==> src/rtl/mc_pkg.sv <==
package mc_pkg;
    localparam int XLEN = 32;
    localparam int RIDX = 5;

    localparam logic [5:0] OP_RTYPE = 6'h00;
    localparam logic [5:0] OP_ADDI  = 6'h08;
    localparam logic [5:0] OP_LUI   = 6'h0F;
    localparam logic [5:0] OP_LW    = 6'h23;
    localparam logic [5:0] OP_SW    = 6'h2B;
    localparam logic [5:0] OP_BEQ   = 6'h04;
    localparam logic [5:0] OP_BNE   = 6'h05;
    localparam logic [5:0] OP_J     = 6'h02;

    localparam logic [5:0] FN_ADD = 6'h20;
    localparam logic [5:0] FN_SUB = 6'h22;
    localparam logic [5:0] FN_AND = 6'h24;
    localparam logic [5:0] FN_OR  = 6'h25;

    typedef enum logic [2:0] {
        PH_IF, PH_ID, PH_EX, PH_MEM, PH_WB, PH_HALT
    } phase_e;

    typedef enum logic [2:0] {
        CL_RR, CL_RI, CL_LUI, CL_LD, CL_ST, CL_BR, CL_JMP, CL_BAD
    } iclass_e;

    typedef enum logic [1:0] {
        ALU_ADD, ALU_SUB, ALU_AND, ALU_OR
    } alu_op_e;

    typedef struct packed {
        phase_e          ph;
        logic [XLEN-1:0] pc;
        logic [XLEN-1:0] ir;
        logic [XLEN-1:0] npc;
        logic [XLEN-1:0] opa;
        logic [XLEN-1:0] opb;
        logic [XLEN-1:0] imm;
        logic [XLEN-1:0] res;
        logic [XLEN-1:0] lmd;
        logic            cond;
        logic            halt;
    } core_st_t;
endpackage

==> src/rtl/mc_decode.sv <==
module mc_decode
    import mc_pkg::*;
(
    input  logic [5:0] opcode,
    input  logic [5:0] funct,
    output iclass_e    cls,
    output alu_op_e    aop,
    output logic       br_ne
);
    always_comb begin
        cls   = CL_BAD;
        aop   = ALU_ADD;
        br_ne = 1'b0;
        case (opcode)
            OP_RTYPE: begin
                cls = CL_RR;
                case (funct)
                    FN_ADD:  aop = ALU_ADD;
                    FN_SUB:  aop = ALU_SUB;
                    FN_AND:  aop = ALU_AND;
                    FN_OR:   aop = ALU_OR;
                    default: cls = CL_BAD;
                endcase
            end
            OP_ADDI: cls = CL_RI;
            OP_LUI:  cls = CL_LUI;
            OP_LW:   cls = CL_LD;
            OP_SW:   cls = CL_ST;
            OP_BEQ:  cls = CL_BR;
            OP_BNE: begin
                cls   = CL_BR;
                br_ne = 1'b1;
            end
            OP_J:    cls = CL_JMP;
            default: cls = CL_BAD;
        endcase
    end
endmodule

==> src/rtl/mc_alu.sv <==
module mc_alu
    import mc_pkg::*;
#(
    parameter int W = XLEN
) (
    input  alu_op_e      op,
    input  logic [W-1:0] x,
    input  logic [W-1:0] y,
    output logic [W-1:0] z
);
    always_comb begin
        case (op)
            ALU_ADD: z = x + y;
            ALU_SUB: z = x - y;
            ALU_AND: z = x & y;
            default: z = x | y;
        endcase
    end
endmodule

==> src/rtl/mc_regfile.sv <==
module mc_regfile #(
    parameter int W    = 32,
    parameter int NREG = 32,
    localparam int AW  = $clog2(NREG)
) (
    input  logic          clk,
    input  logic          rst,
    input  logic [AW-1:0] ra1,
    input  logic [AW-1:0] ra2,
    input  logic [AW-1:0] ra3,
    output logic [W-1:0]  rd1,
    output logic [W-1:0]  rd2,
    output logic [W-1:0]  rd3,
    input  logic          we,
    input  logic [AW-1:0] wa,
    input  logic [W-1:0]  wd
);
    logic [W-1:0] regs_q [NREG];
    logic [W-1:0] regs_d [NREG];

    always_comb begin
        for (int i = 0; i < NREG; i++) begin
            regs_d[i] = regs_q[i];
        end
        if (we && (wa != '0)) begin
            regs_d[wa] = wd;
        end
    end

    always_ff @(posedge clk) begin
        for (int i = 0; i < NREG; i++) begin
            regs_q[i] <= rst ? '0 : regs_d[i];
        end
    end

    assign rd1 = regs_q[ra1];
    assign rd2 = regs_q[ra2];
    assign rd3 = regs_q[ra3];
endmodule

==> src/rtl/mc_core.sv <==
module mc_core
    import mc_pkg::*;
#(
    parameter int W    = XLEN,
    parameter int NREG = 32,
    localparam int AW  = $clog2(NREG)
) (
    input  logic          clk,
    input  logic          rst,
    output logic [W-1:0]  imem_addr,
    input  logic [W-1:0]  imem_rdata,
    output logic [W-1:0]  dmem_addr,
    output logic [W-1:0]  dmem_wdata,
    output logic          dmem_we,
    output logic          dmem_re,
    input  logic [W-1:0]  dmem_rdata,
    input  logic [AW-1:0] dbg_reg_sel,
    output logic [W-1:0]  dbg_reg_data,
    output logic [W-1:0]  dbg_pc,
    output logic          halted
);
    localparam logic [W-1:0] STEP = W'(4);

    core_st_t st_q, st_d;

    iclass_e cls;
    alu_op_e aop;
    logic    br_ne;

    logic [W-1:0] rs_val, rt_val;
    logic [W-1:0] alu_x, alu_y, alu_z;
    logic [W-1:0] ex_res;
    logic         ex_cond;

    logic          wb_we;
    logic [AW-1:0] wb_addr;
    logic [W-1:0]  wb_data;

    mc_decode u_dec (
        .opcode (st_q.ir[31:26]),
        .funct  (st_q.ir[5:0]),
        .cls    (cls),
        .aop    (aop),
        .br_ne  (br_ne)
    );

    mc_regfile #(.W(W), .NREG(NREG)) u_rf (
        .clk (clk),
        .rst (rst),
        .ra1 (st_q.ir[21+AW-1:21]),
        .ra2 (st_q.ir[16+AW-1:16]),
        .ra3 (dbg_reg_sel),
        .rd1 (rs_val),
        .rd2 (rt_val),
        .rd3 (dbg_reg_data),
        .we  (wb_we),
        .wa  (wb_addr),
        .wd  (wb_data)
    );

    // Operand steering for the execute phase
    always_comb begin
        alu_x = st_q.opa;
        alu_y = st_q.imm;
        case (cls)
            CL_RR:   alu_y = st_q.opb;
            CL_BR: begin
                alu_x = st_q.npc;
                alu_y = {st_q.imm[W-3:0], 2'b00};
            end
            default: ;
        endcase
    end

    mc_alu #(.W(W)) u_alu (
        .op (cls == CL_RR ? aop : ALU_ADD),
        .x  (alu_x),
        .y  (alu_y),
        .z  (alu_z)
    );

    always_comb begin
        ex_res  = alu_z;
        ex_cond = 1'b0;
        case (cls)
            CL_LUI: ex_res = {st_q.imm[15:0], 16'h0000};
            CL_BR:  ex_cond = (st_q.opa == st_q.opb) ^ br_ne;
            CL_JMP: begin
                ex_res  = {st_q.npc[W-1:W-4], st_q.ir[25:0], 2'b00};
                ex_cond = 1'b1;
            end
            default: ;
        endcase
    end

    // Next-state computation
    always_comb begin
        st_d       = st_q;
        wb_we      = 1'b0;
        wb_addr    = '0;
        wb_data    = st_q.res;
        dmem_we    = 1'b0;
        dmem_re    = 1'b0;
        dmem_addr  = st_q.res;
        dmem_wdata = st_q.opb;
        case (st_q.ph)
            PH_IF: begin
                st_d.ir  = imem_rdata;
                st_d.npc = st_q.pc + STEP;
                st_d.ph  = PH_ID;
            end
            PH_ID: begin
                st_d.opa = rs_val;
                st_d.opb = rt_val;
                st_d.imm = {{(W-16){st_q.ir[15]}}, st_q.ir[15:0]};
                if (cls == CL_BAD) begin
                    st_d.halt = 1'b1;
                    st_d.ph   = PH_HALT;
                end else begin
                    st_d.ph = PH_EX;
                end
            end
            PH_EX: begin
                st_d.res  = ex_res;
                st_d.cond = ex_cond;
                if (cls == CL_LD) begin
                    dmem_re   = 1'b1;
                    dmem_addr = ex_res;
                end
                st_d.ph = PH_MEM;
            end
            PH_MEM: begin
                if (cls == CL_LD) st_d.lmd = dmem_rdata;
                if (cls == CL_ST) dmem_we = 1'b1;
                if (((cls == CL_BR) || (cls == CL_JMP)) && st_q.cond) begin
                    st_d.pc = st_q.res;
                end else begin
                    st_d.pc = st_q.npc;
                end
                st_d.ph = PH_WB;
            end
            PH_WB: begin
                case (cls)
                    CL_RR: begin
                        wb_we   = 1'b1;
                        wb_addr = st_q.ir[11+AW-1:11];
                    end
                    CL_RI, CL_LUI: begin
                        wb_we   = 1'b1;
                        wb_addr = st_q.ir[16+AW-1:16];
                    end
                    CL_LD: begin
                        wb_we   = 1'b1;
                        wb_addr = st_q.ir[16+AW-1:16];
                        wb_data = st_q.lmd;
                    end
                    default: ;
                endcase
                st_d.ph = PH_IF;
            end
            default: st_d.ph = PH_HALT;
        endcase
    end

    always_ff @(posedge clk) begin
        if (rst) begin
            st_q <= '{ph: PH_IF, default: '0};
        end else begin
            st_q <= st_d;
        end
    end

    assign imem_addr = st_q.pc;
    assign dbg_pc    = st_q.pc;
    assign halted    = st_q.halt;
endmodule

==> config.mk <==
export PLATFORM = sky130hd
export DESIGN_NAME = mc_core
export DESIGN_NICKNAME = d
export VERILOG_FILES = /design/src/rtl/mc_pkg.sv /design/src/rtl/mc_decode.sv /design/src/rtl/mc_alu.sv /design/src/rtl/mc_regfile.sv /design/src/rtl/mc_core.sv
export SDC_FILE = /design/constraint.sdc
export NUM_CORES = 2
export LEC_CHECK = 0
export BUFFER_PORTS_ARGS = -buffer_cell sky130_fd_sc_hd__buf_2
export CAP_MARGIN = 20
export CORE_MARGIN = 4
export CORE_UTILIZATION = 55
export DETAILED_ROUTE_END_ITERATION = 10
export GPL_ROUTABILITY_DRIVEN = 0
export PLACE_DENSITY = 0.72
export SLEW_MARGIN = 0
export SYNTH_ARGS = -nofsm -noshare
export SYNTH_HDL_FRONTEND = slang
export SYNTH_SLANG_ARGS = --single-unit
==> constraint.sdc <==
create_clock -name clk -period 9.19 [get_ports clk]
set_input_delay 0.919 -clock clk [delete_from_list [all_inputs] [get_ports clk]]
set_output_delay 0.919 -clock clk [all_outputs]
set_load 0.02 [all_outputs]
* After elaboration in Yosys (flattened, before gate mapping) *
Memory sizes are Yosys's and may differ from the RTL's. A register that Yosys moved wholly into a read port is not among the register bits.
Cells that the tools add are included.

storage, ports and cells
  RAM bits = 1024
  register bits = 181
  memories kept = 1
  logic and storage cells = 121
  input bits = 71
  output and inout port bits = 163

cells by class
  equal/unequal tests = 25
  reduce and logical (&&, ||, !) cells = 15
  bitwise operators = 4
  multiplexer cells = 62
  add/subtract/negate cells = 3
  $lt $le $gt $ge = 2

memory list
  name         depth  width  read ports  clocked after Yosys merged registers in  wr ports  line              text
  u_rf.regs_q  32     32     35          2                                        32        mc_regfile.sv:18  logic [W-1:0] regs_q [NREG];

operator list
  cell                   number
  $mux 32                39
  $bwmux 1024            1
  $mux 1024              1
  $demux 32 s5           1
  $pmux 32 s2            2
  $pmux 32 s3            1
  $eq 6x6->1 const B     6
  $add 32x3->32 const B  1
  $add 32x32->32         1
  $and 32x32->32         1
  $eq 32x32->1           1
  $or 32x32->32          1
  $sub 32x32->32         1
  $pmux 3 s7             1
  $eq 3x3->1 const B     5
  $pmux 3 s5             1
  $eq 3x2->1 const B     4
  $eq 6x3->1 const B     2
  $eq 6x4->1 const B     2
  $pmux 5 s2             1
  $reduce_or 4->1        2
  $mux 1                 7
  $eq 3x1->1 const B     2
  $eq 6x2->1 const B     1
  other kinds (20)       26

* Depth between registers and ports, before layout *
  depth in word-level cells = 16
  depth in mapped cells = 29
  mapped depth without buffers = 25

* Hierarchy *
Synthesis repeated with hierarchy kept, for this count alone.

second synthesis, totals
  cells, all modules = 10170
  area, all modules = 77234.1 um^2

by module, submodules not included
  module      sequential area each (um^2)  cells an instance  area each (um^2)  times used
  mc_regfile  20499.7                      8001               61271.3           1
  mc_core     4904.7                       1656               12478.2           1
  mc_alu      0.0                          479                3201.8            1
  mc_decode   0.0                          34                 282.8             1

* Worst setup path after synthesis *
OpenSTA, ideal clock, no wires.

  path type = register to output
  start = register st_q[221] (netlist name)
  end = output dmem_addr[24]
  arrival time = 6.170 ns
  stages on the path, launching flop included = 24
  required time = 8.271 ns
  path slack = 2.101 ns
  path buffers = 3
  cell sequence = dfxtp_1 > or3_1 > a211o_1 > a21o_1 > nor2_1 > clkbuf_1 > buf_1 > clkbuf_1 > nand2_1 > o21a_1 > ha_1 > a21oi_1 > fa_1 > a21oi_1 > o211ai_1 > o41ai_1 > o311ai_0 > a311o_1 > a21o_1 > a21o_1 > a311oi_1 > xnor2_1 > a32oi_1 > o21ai_0

on the way
  cells in the longest elaborated chain, start to end = 10
  elaborated cells between the ends (all ways) = 30
  those cells by class = add/sub (2); eq/ne (13); mux (9); bitwise (2); reduce/logical (4)

ends and longest elaborated chain
  item                                           line                          text
  start, declared                                mc_core.sv:24                 core_st_t st_q, st_d;
  start signal, assigned                         mc_core.sv:169                st_q <= st_d;
  $eq 6x3->1                                     mc_decode.sv:14               case (opcode)
  $reduce_or 2->1 (no line)                      -
  $pmux 3 s7                                     mc_decode.sv:14
  $eq 3x3->1 or $logic_not 3->1 (tied branches)  mc_core.sv:65, mc_core.sv:76
  $pmux 32 s2, or another cell as far along      mc_core.sv:65                 case (cls)
  $sub 32x32->32, or another cell as far along   mc_alu.sv:14                  ALU_SUB: z = x - y;
  $pmux 32 s3                                    mc_alu.sv:12                  case (op)
  $pmux 32 s2                                    mc_core.sv:85                 case (cls)
  $mux 32 *                                      mc_core.sv:126                if (cls == CL_LD) begin
  $mux 32 *                                      mc_core.sv:106                case (st_q.ph)
  end, declared                                  mc_core.sv:12                 output logic [W-1:0] dmem_addr,

Mark *: on every way between the ends. The rest lies on a longest branch, timed or not.

* Final worst setup path *
  start = register st_q[225] (netlist name)
  end = output dmem_addr[24]

The elaborated chain is that of the path after synthesis.

==> results_dict.tcl <==
set metrics [dict create \
    status "completed" \
    synth_warnings 0 \
    cts.path.max_buffers 3 \
    synth_top_area_frac 0.351 \
    synth_async_sr_flop_share 0 \
    period_needed_ns 8.51 \
    drt_iter0_drc 8907 \
    p_leak_uw 0.0250 \
    min_path_type "in -> reg" \
    start_kind "flop" \
    ant_nets 0 \
    htree_levels 4 \
    grt_pass1_vias 56900 \
    syn_inst 6798 \
    dp.cells 8038 \
    dieWidth_um 371 \
    nNetsFinal 6548 \
    synth_edf_count 0 \
    finalPower_uw 20200 \
    routedWlPerCell_um 30.1 \
    io_buffers 233 \
    drv_slew 0 \
    arrival_ns 7.59 \
    cts-hold-fix-buffers 0 \
    clock_latency_ns 0.79 \
    grt_max_degree 224 \
    synthFlopType "dfxtp_1" \
    use_met3 0.0968 \
    synth_cell_types 73 \
    fmax_ghz 0.117 \
    overflow 0 \
    initial_core_util 0.557 \
    cts_buffers 135 \
    via_count 60000 \
    power_density_mw_per_mm2 257 \
    vias_per_cell 7.24 \
    clock-sinks 1269 \
    antenna_found_initial 8 \
    busiest_layer "met2" \
    fp.dieH_um 371 \
    tightest_slew_ns 1.26 \
    drive_gt1_frac 0.256 \
    worstPathRequired_ns 8.27 \
    die_area_mm2 0.138 \
    multi_input_area_mm2 0.0438 \
    firstDrtPassIters 10 \
    cts.clk_slew.worst_paths_ns 0.06 \
    row_count 132 \
    routed_wirelength_um 250000 \
    cts_tree "done" \
    synth.net_count 6905 \
    seq_area_mm2 0.0254 \
    fin_util 0.604 \
    cap_violations 0 \
    rsz0062_at_grt "no" \
    worstReg2RegStart "st_q[225]$_SDFFE_PP0P_" \
    hold_slack_ns 0.363 \
    core_region_area_mm2 0.130 \
    hold_viol_final 0 \
    met2_usage 0.538 \
    vdd_ir_drop_max_v 0.000220 \
    final.setup.tns_ns 0 \
    fillers 10400 \
    path_class "reg -> out" \
    grt_use_total 0.358 \
    hold_start "imem_rdata[17]" \
    area_growth_pct 8.54 \
    end_kind "output port" \
    synth_area_mm2 0.0725 \
    yosysTopAreaCell "dfxtp_1" \
    synth_area_leaders "dfxtp_1 35%, mux4_2 30%, a211oi_1 12%" \
    met1_usage 0.467 \
    avgSynthCellArea_um2 10.7 \
    postCtsSetupBuffers 0 \
    slew_headroom 0.159 \
    ys_seq_area_frac 0.351 \
    cts_resized 0 \
    drcViolationCount 0 \
    synth-seq-cells 1269 \
    critPathMaxFanout 15 \
    hpwl_um 148000 \
    setup_violations 0 \
    cts_root_buf "clkbuf_16" \
    grt_first_pass_wirelength_um 371000 \
    ioPinCount 234 \
    startpoint "st_q[225]$_SDFFE_PP0P_" \
    final_cells 8288 \
    clock_skew_ns 0.0340 \
    period_share 0.926 \
]
state kept, by name, indices dropped and copies added, names as in the netlist:
register and flops:
dbg_pc 32, dmem_wdata 32, halted 1, st_q 180
u_rf.regs_q 1024
cells by family (layout without fill, tap and decap cells):
| kind of cell | Yosys count | in the layout | synth area share |
|---|---|---|---|
| adders and majority gates | 53 | 53 | 0.00867 |
| other | 0 | 2 | 0 |
| DFF | 1269 | 1269 | 0.351 |
| and+or+nand+nor | 1798 | 1798 | 0.100 |
| muxes | 1142 | 1142 | 0.324 |
| buffers and inverters | 895 | 641 | 0.0515 |
| AOI/OAI and AO/OA | 1534 | 1534 | 0.152 |
| xor gates and xnor gates | 107 | 107 | 0.0129 |
metrics by stage:
step	setup slack (ns)	area (um^2)
floorplan	2.10	72500
global placement	1.86	73800
detailed placement	1.71	74000
CTS	0.871	78500
global route	0.317	78600
finish	0.678	78700
synthesized netlist by cell type (all sizes together), types with 3 or more instances:
cell	n
a211o	8
a211oi	1138
a21boi	5
a21o	28
a21oi	173
a221oi	8
a222oi	17
a22o	6
a22oi	10
a311oi	13
a31oi	17
a32oi	4
and2	6
and3	22
buf	196
clkbuf	667
dfxtp	1269
ha	35
inv	32
maj3	17
mux2	35
mux2i	147
mux4	960
nand2	352
nand2b	9
nand3	33
nand4	18
nor2	1250
nor2b	42
nor3	25
nor3b	5
nor4	9
o211ai	6
o21a	5
o21ai	73
o21bai	3
o22ai	4
o31ai	5
or3	16
xnor2	63
xor2	44
cells in the final DEF (no fill, tap or decap), types with 20 or more instances in the layout:
cell type / n
mux2_2: 34
nand3_1: 32
mux2i_2: 20
a21o_1: 28
clkbuf_16: 139
buf_12: 25
xnor2_1: 63
nor2_1: 1219
mux2i_1: 115
inv_1: 32
xor2_1: 44
clkinv_2: 26
nor3_1: 20
nand2_1: 351
dfxtp_1: 1259
o21ai_0: 69
nor2_4: 29
buf_4: 111
clkbuf_1: 24
a21oi_1: 171
nor2b_1: 38
a211oi_1: 1138
and3_1: 20
mux4_2: 960
clkbuf_8: 32
buf_2: 228
ha_1: 35
final cells by class:
| class | instances | area share |
|---|---|---|
| Inverter | 32 | 0.00153 |
| Clock buffer | 195 | 0.0510 |
| Tap cell | 1742 | 0.0277 |
| Sequential cell | 1269 | 0.323 |
| Multi-Input combinational cell | 4634 | 0.557 |
| Clock inverter | 45 | 0.00643 |
| Antenna cell | 2 | 0.0000636 |
| Timing Repair Buffer | 369 | 0.0323 |
worst max-delay path, cell delays in order, from the launching register on:
cell	delay [ns]
dfxtp_1	0.72
and4bb_1	0.36
nand3_1	0.36
a21oi_4	0.30
nand2_1	0.35
and3_1	0.33
a21oi_1	0.22
ha_1	0.25
nor2_1	0.07
xor2_1	0.15
ha_1	0.36
a21oi_1	0.22
o211ai_1	0.17
o41ai_1	0.57
o311ai_0	0.39
a311o_1	0.51
a21o_1	0.21
a21o_1	0.22
a311oi_1	0.33
xnor2_1	0.16
a32oi_1	0.09
o21ai_0	0.25
buf_2	0.21
power breakdown:
part / internal (uW) / switching [uW]
combinational: 2950 / 4990
sequential: 5820 / 813
clock: 3260 / 2360
routing by layer:
metal / wire length [um] / share of wire
met1: 88700 / 0.36
met5: 81 / 0.00032
met2: 111000 / 0.45
met3: 32200 / 0.13
met4: 17400 / 0.070
path summary, 6_finish.rpt:
kind                       endpoint  slack [ns]  cells past startpoint
min reg2reg    st_q[7]$_SDFFE_PP0P_        0.47                      2
max reg2reg   st_q[65]$_SDFFE_PP0N_        2.43                     25
max                   dmem_addr[24]        0.68                     22
min          st_q[211]$_SDFFE_PP0P_        0.36                      3
No activity file was read; power rests on OpenSTA's default activity.
